### src/rtl/can_integ_pkg.sv
package can_integ_pkg;
  // Recessive bits that make up one idle run on the bus
  localparam int unsigned RUN_LEN_DEF  = 11;
  // Idle runs needed to leave bus-off
  localparam int unsigned REC_RUNS_DEF = 128;

  typedef enum logic [1:0] {
    NS_WAIT = 2'd0,   // not participating
    NS_ON   = 2'd1,   // participating
    NS_BOFF = 2'd2    // bus-off recovery in progress
  } node_st_e;
endpackage

### src/rtl/can_run_det.sv
module can_run_det #(
  parameter int unsigned RUN_LEN = 11
) (
  input  logic clk,
  input  logic rst,
  input  logic clr,
  input  logic bit_tick,
  input  logic rx_bit,
  output logic run_done
);
  localparam int unsigned CW = (RUN_LEN > 1) ? $clog2(RUN_LEN) : 1;
  localparam logic [CW-1:0] RUN_MAX = CW'(RUN_LEN - 1);

  logic [CW-1:0] cnt_q;

  assign run_done = bit_tick && rx_bit && (cnt_q == RUN_MAX) && !clr;

  always_ff @(posedge clk) begin
    if (rst || clr) begin
      cnt_q <= '0;
    end else if (bit_tick) begin
      if (!rx_bit || cnt_q == RUN_MAX) cnt_q <= '0;
      else                             cnt_q <= cnt_q + 1'b1;
    end
  end


  dominant_restart_chk: assert property (@(posedge clk) disable iff (rst)
    (bit_tick && !rx_bit) |=> (cnt_q == '0));


  no_tick_hold_chk: assert property (@(posedge clk) disable iff (rst)
    (!bit_tick && !clr) |=> $stable(cnt_q));
endmodule

### src/rtl/can_rec_cnt.sv
module can_rec_cnt #(
  parameter int unsigned REC_RUNS = 128
) (
  input  logic clk,
  input  logic rst,
  input  logic clr,
  input  logic inc,
  output logic last
);
  localparam int unsigned RW = (REC_RUNS > 1) ? $clog2(REC_RUNS) : 1;
  localparam logic [RW-1:0] REC_MAX = RW'(REC_RUNS - 1);

  logic [RW-1:0] cnt_q;

  assign last = (cnt_q == REC_MAX);

  always_ff @(posedge clk) begin
    if (rst || clr)  cnt_q <= '0;
    else if (inc)    cnt_q <= last ? '0 : cnt_q + 1'b1;
  end


  rec_hold_chk: assert property (@(posedge clk) disable iff (rst)
    (!inc && !clr) |=> $stable(cnt_q));
endmodule

### src/rtl/can_init_gate.sv
module can_init_gate (
  input  logic clk,
  input  logic rst,
  input  logic init_we,
  input  logic init_wdata,
  input  logic susp_req,
  input  logic susp_en,
  input  logic bus_idle,
  input  logic in_boff,
  output logic init_bit,
  output logic eff_init
);
  logic init_q;
  logic susp_q;
  logic susp_arm;

  assign susp_arm = susp_en && susp_req;

  always_ff @(posedge clk) begin
    if (rst)          init_q <= 1'b1;
    else if (init_we) init_q <= init_wdata;
  end

  always_ff @(posedge clk) begin
    if (rst || !susp_arm) susp_q <= 1'b0;
    else if (bus_idle || in_boff) susp_q <= 1'b1;
  end

  assign init_bit = init_q;
  assign eff_init = init_q || susp_q;


  susp_off_chk: assert property (@(posedge clk) disable iff (rst)
    !susp_en |=> !susp_q);


  susp_keeps_init_chk: assert property (@(posedge clk) disable iff (rst)
    (!init_we && susp_arm) |=> $stable(init_q));
endmodule

### src/rtl/can_bus_integ.sv
module can_bus_integ
  import can_integ_pkg::*;
#(
  parameter int unsigned RUN_LEN  = RUN_LEN_DEF,
  parameter int unsigned REC_RUNS = REC_RUNS_DEF
) (
  input  logic clk,
  input  logic rst,
  input  logic bit_tick,
  input  logic rx_bit,
  input  logic init_we,
  input  logic init_wdata,
  input  logic boff_enter,
  input  logic susp_req,
  input  logic susp_en,
  input  logic bus_idle,
  output logic init_bit,
  output logic node_active,
  output logic bus_off,
  output logic tx_recessive,
  output logic frame_abort
);
  node_st_e st_q, st_d;
  logic     eff_init;
  logic     run_done;
  logic     rec_last;
  logic     in_boff;
  logic     run_clr;
  logic     rec_clr;
  logic     rec_inc;

  assign in_boff = (st_q == NS_BOFF);
  assign run_clr = boff_enter || (eff_init && !in_boff);
  assign rec_clr = boff_enter || !in_boff;
  assign rec_inc = in_boff && run_done;

  can_init_gate u_gate (
    .clk        (clk),
    .rst        (rst),
    .init_we    (init_we),
    .init_wdata (init_wdata),
    .susp_req   (susp_req),
    .susp_en    (susp_en),
    .bus_idle   (bus_idle),
    .in_boff    (in_boff),
    .init_bit   (init_bit),
    .eff_init   (eff_init)
  );

  can_run_det #(.RUN_LEN(RUN_LEN)) u_run (
    .clk      (clk),
    .rst      (rst),
    .clr      (run_clr),
    .bit_tick (bit_tick),
    .rx_bit   (rx_bit),
    .run_done (run_done)
  );

  can_rec_cnt #(.REC_RUNS(REC_RUNS)) u_rec (
    .clk  (clk),
    .rst  (rst),
    .clr  (rec_clr),
    .inc  (rec_inc),
    .last (rec_last)
  );

  always_comb begin
    st_d = st_q;
    if (boff_enter) begin
      st_d = NS_BOFF;
    end else begin
      unique case (st_q)
        NS_BOFF: if (run_done && rec_last) st_d = eff_init ? NS_WAIT : NS_ON;
        NS_WAIT: if (!eff_init && run_done) st_d = NS_ON;
        NS_ON:   if (eff_init) st_d = NS_WAIT;
        default: st_d = NS_WAIT;
      endcase
    end
  end

  always_ff @(posedge clk) begin
    if (rst) st_q <= NS_WAIT;
    else     st_q <= st_d;
  end

  assign node_active  = (st_q == NS_ON);
  assign bus_off      = in_boff;
  assign tx_recessive = !node_active || eff_init;
  assign frame_abort  = node_active && eff_init;


  init_drops_chk: assert property (@(posedge clk) disable iff (rst)
    eff_init |=> !node_active);


  boff_entry_chk: assert property (@(posedge clk) disable iff (rst)
    boff_enter |=> (bus_off && !node_active));


  boff_exit_chk: assert property (@(posedge clk) disable iff (rst)
    $fell(bus_off) |-> $past(run_done && !boff_enter));


  exit_inactive_chk: assert property (@(posedge clk) disable iff (rst)
    ($fell(bus_off) && $past(eff_init)) |-> !node_active);


  exit_active_chk: assert property (@(posedge clk) disable iff (rst)
    ($fell(bus_off) && !$past(eff_init)) |-> node_active);


  join_needs_run_chk: assert property (@(posedge clk) disable iff (rst)
    ($rose(node_active) && !$past(bus_off)) |-> $past(run_done));
endmodule

### config.mk
export PLATFORM = sky130hd
export DESIGN_NAME = can_bus_integ
export DESIGN_NICKNAME = d
export VERILOG_FILES = /design/src/rtl/can_integ_pkg.sv /design/src/rtl/can_run_det.sv /design/src/rtl/can_rec_cnt.sv /design/src/rtl/can_init_gate.sv /design/src/rtl/can_bus_integ.sv
export SDC_FILE = /design/constraint.sdc
export NUM_CORES = 1
export LEC_CHECK = 0
export BUFFER_PORTS_ARGS = -buffer_cell sky130_fd_sc_hd__clkbuf_2
export CAP_MARGIN = 5
export CELL_PAD_IN_SITES_DETAIL_PLACEMENT = 0
export CELL_PAD_IN_SITES_GLOBAL_PLACEMENT = 1
export CORE_MARGIN = 4
export CORE_UTILIZATION = 38
export CTS_CLUSTER_DIAMETER = 50
export DETAILED_ROUTE_END_ITERATION = 8
export PLACE_DENSITY_LB_ADDON = 0.05
export SLEW_MARGIN = 20
export SYNTH_ARGS = -nofsm -noshare
export SYNTH_HDL_FRONTEND = slang
export SYNTH_HIERARCHICAL = 1
export SYNTH_SLANG_ARGS = --single-unit
### constraint.sdc
create_clock -name clk -period 2.2 [get_ports clk]
set_input_delay 0.11 -clock clk [delete_from_list [all_inputs] [get_ports clk]]
set_output_delay 0.11 -clock clk [all_outputs]
set_load 0.05 [all_outputs]
==> run metrics <==
core area=0.001962 sq mm; Yosys top cell by area=dfxtp_1; final setup margin=0.2091 ns; Yosys reg bits=15; top_reg_cell synth=dfxtp_1; die area=0.002836 sq mm; CTS buffer count=3; vias in the first global route=627; Max Clock Skew=0.002762 ns; final critical-path required period=1.991 ns; Setup crit end kind=register; LEAKAGE=0.3479 nW; CP Class=reg -> reg; Synth area leaders=dfxtp_1 (39%), nand2_1 (5.3%), a21oi_1 (5.1%), ha_1 (4.8%), nand4_1 (4.0%); largest net degree at the start of global routing=10; final setup TNS=0 ns; R2R Path End=u_rec/cnt_q[5]; Worst Tran Pin Value=0.2808 ns; worst-case clock buffer depth=2; worst endpoint required time=2.40 ns; Max Fclk=502.3 MHz; PnR Total Power=476.6 uW; # nets final=124; Post-synth EDFFs=0; Post-Syn Area per Cell=8.552 sq um; H-tree levels=1; PD cells=519.6 mW/mm^2; Mapped Area=778.2 sq um; WL final=1.521 mm; Clock Sinks=15; Period Utilization, post-route=90.49%; post-synth top area share=38.59%; critical path peak fanout=3; # setup viols final=0; antenna cells=0; DRC violations left=0; GRT overflow=0; Cells after Synth=91; Warnings, synthesis=6; DR iter-0 viols=19; GRT Util Overall=12.87%; register area share after synthesis=38.59%; pre-CTS WS=0.2246 ns; CTS Hold Bufs=0; Resized Gates After CTS=0; first-pass GRT wire length=2.670 mm; Peak VDD IR=0.4242 mV; post-DR wirelength/cell=11.10 microns; Placement Rows=16; Worst Reg2Reg Path Length in Cells=8; most common cell in the netlist=dfxtp_1; worst hold endpoint=u_gate/susp_q; Die Wd=53.26 microns; Antenna Violating Nets Remaining=0; WP data arrival=2.19 ns; initial antenna violation count=0; Hold Crit Start=susp_req; CTS tree=built; Via density=5.051; CTS clk-pin slew, worst paths=0.09 ns; DRT Pass-1 Iters=4; gpl congestion=0.7204; port bufs=14; Critical Path Start=u_gate/susp_q; Area Growth Syn to Fin=17.85%; R2R Path Start=u_gate/susp_q; layout cells sized above 1=26.36%; die height=53.26 microns; RSZ-0062 raised after global routing=false; hold path depth=3; routed vias=692; Post-synth top cells=dfxtp_1 (15), nand2_1 (11), a21oi_1 (8); Post-Syn Nets=104; starting density of the core=39.67%; CP Launch Type=register; relative slew slack=81.36%; Worst R2R Setup Slack=0.21 ns; Fin. Hold Viols=0; Clk Latency, worst-skew pair=0.28 ns; clock root cell=clkbuf_4; class of the worst hold path=in -> reg; max cap viols=0; Max Transition Viols Final=0; Post-CTS Setup Bufs=0; status=complete, no violations; io pins=15; asr flop ratio synth=0%; Unique masters post-synth=33; DP HPWL=1.174 mm
==> worst max-delay path, cell delays in order (launching register included) <==
cell      delay [ns]
dfxtp_1         0.31
or2_2           0.31
inv_1           0.08
o21bai_1        0.09
nor3_1          0.24
and2_1          0.20
nand4_2         0.11
or3_1           0.35
a221oi_2        0.23
==> layout make-up <==
class                           count  area [sq um]
Sequential cell                    15         301.5
Tap cell                           27         33.78
Timing Repair Buffer               17         92.59
Clock buffer                        4         26.28
Fill cell                         226          1045
Multi-Input combinational cell     71         451.7
Inverter                            3         11.26
==> how the worst max path moves through the flow <==
stage	endpoint	slack, ns	cells after the start
2_1_floorplan	u_rec/cnt_q[5]	0.08	9
3_3_place_gp	u_rec/cnt_q[5]	0.31	8
3_5_place_dp	u_rec/cnt_q[5]	0.22	8
4_1_cts	u_rec/cnt_q[5]	0.20	8
5_1_grt	u_rec/cnt_q[5]	0.02	8
6_report	u_rec/cnt_q[5]	0.21	8
==> registers in the layout, summed over array words and instances, names as in the netlist <==
| signal | flops |
|---|---|
| u_gate/init_bit | 1 |
| u_rec/cnt_q | 7 |
| st_q | 2 |
| u_run/cnt_q | 4 |
| u_gate/susp_q | 1 |
==> placed cells by master, fill, tap and decap left out, types with 2 or more instances in the layout <==
| cell type | n |
|---|---|
| nor2_1 | 3 |
| o21ai_0 | 4 |
| inv_1 | 3 |
| ha_1 | 3 |
| or3_1 | 3 |
| xor2_1 | 3 |
| nand2_1 | 11 |
| buf_4 | 3 |
| a21oi_1 | 8 |
| clkbuf_4 | 3 |
| nand2b_1 | 4 |
| and2_1 | 2 |
| clkbuf_2 | 14 |
| dfxtp_1 | 14 |
| or2_2 | 2 |
| nand4_1 | 5 |
| nor2b_1 | 3 |
| nor3_1 | 4 |
==> layer usage <==
layer  global-route usage [%]  part of all wire, %
met5                        0                    0
met4                    3.830                 0.85
met3                    5.070                  5.2
met2                    18.37                   42
met1                    17.55                   51
==> through the flow <==
| stage | instances | util, % | hold WS (ns) | cell area, sq um |
|---|---|---|---|---|
| floorplan | 91 | - | 0.1824 | 779.5 |
| global placement | 133 | 45.41 | 0.3203 | 890.9 |
| detailed placement | 133 | 45.41 | 0.3185 | 890.9 |
| CTS | 137 | 46.75 | 0.01820 | 917.1 |
| global route | 137 | 46.75 | 0.02204 | 917.1 |
| finish | 137 | 46.75 | 0.02679 | 917.1 |
==> power by group <==
part	internal (mW)	switching (mW)	total, mW	leakage, nW
sequential	0.275	0.00215	0.277	0.121
clock	0.0703	0.0840	0.154	0.0150
combinational	0.0176	0.0273	0.0449	0.212
==> cells by family (layout without fill, tap and decap cells) <==
| kind of cell | count (synthesis) | count (layout) | synth area share (%) |
|---|---|---|---|
| AO/OA/AOI/OAI | 19 | 19 | 15.11 |
| AND/OR/NAND/NOR | 46 | 46 | 34.73 |
| buffers and inverters | 5 | 24 | 3.376 |
| XOR/XNOR | 3 | 3 | 3.377 |
| adder cells (fa/ha/maj) | 3 | 3 | 4.824 |
| flip-flops | 15 | 15 | 38.59 |
No activity file was read; power rests on OpenSTA's default activity.
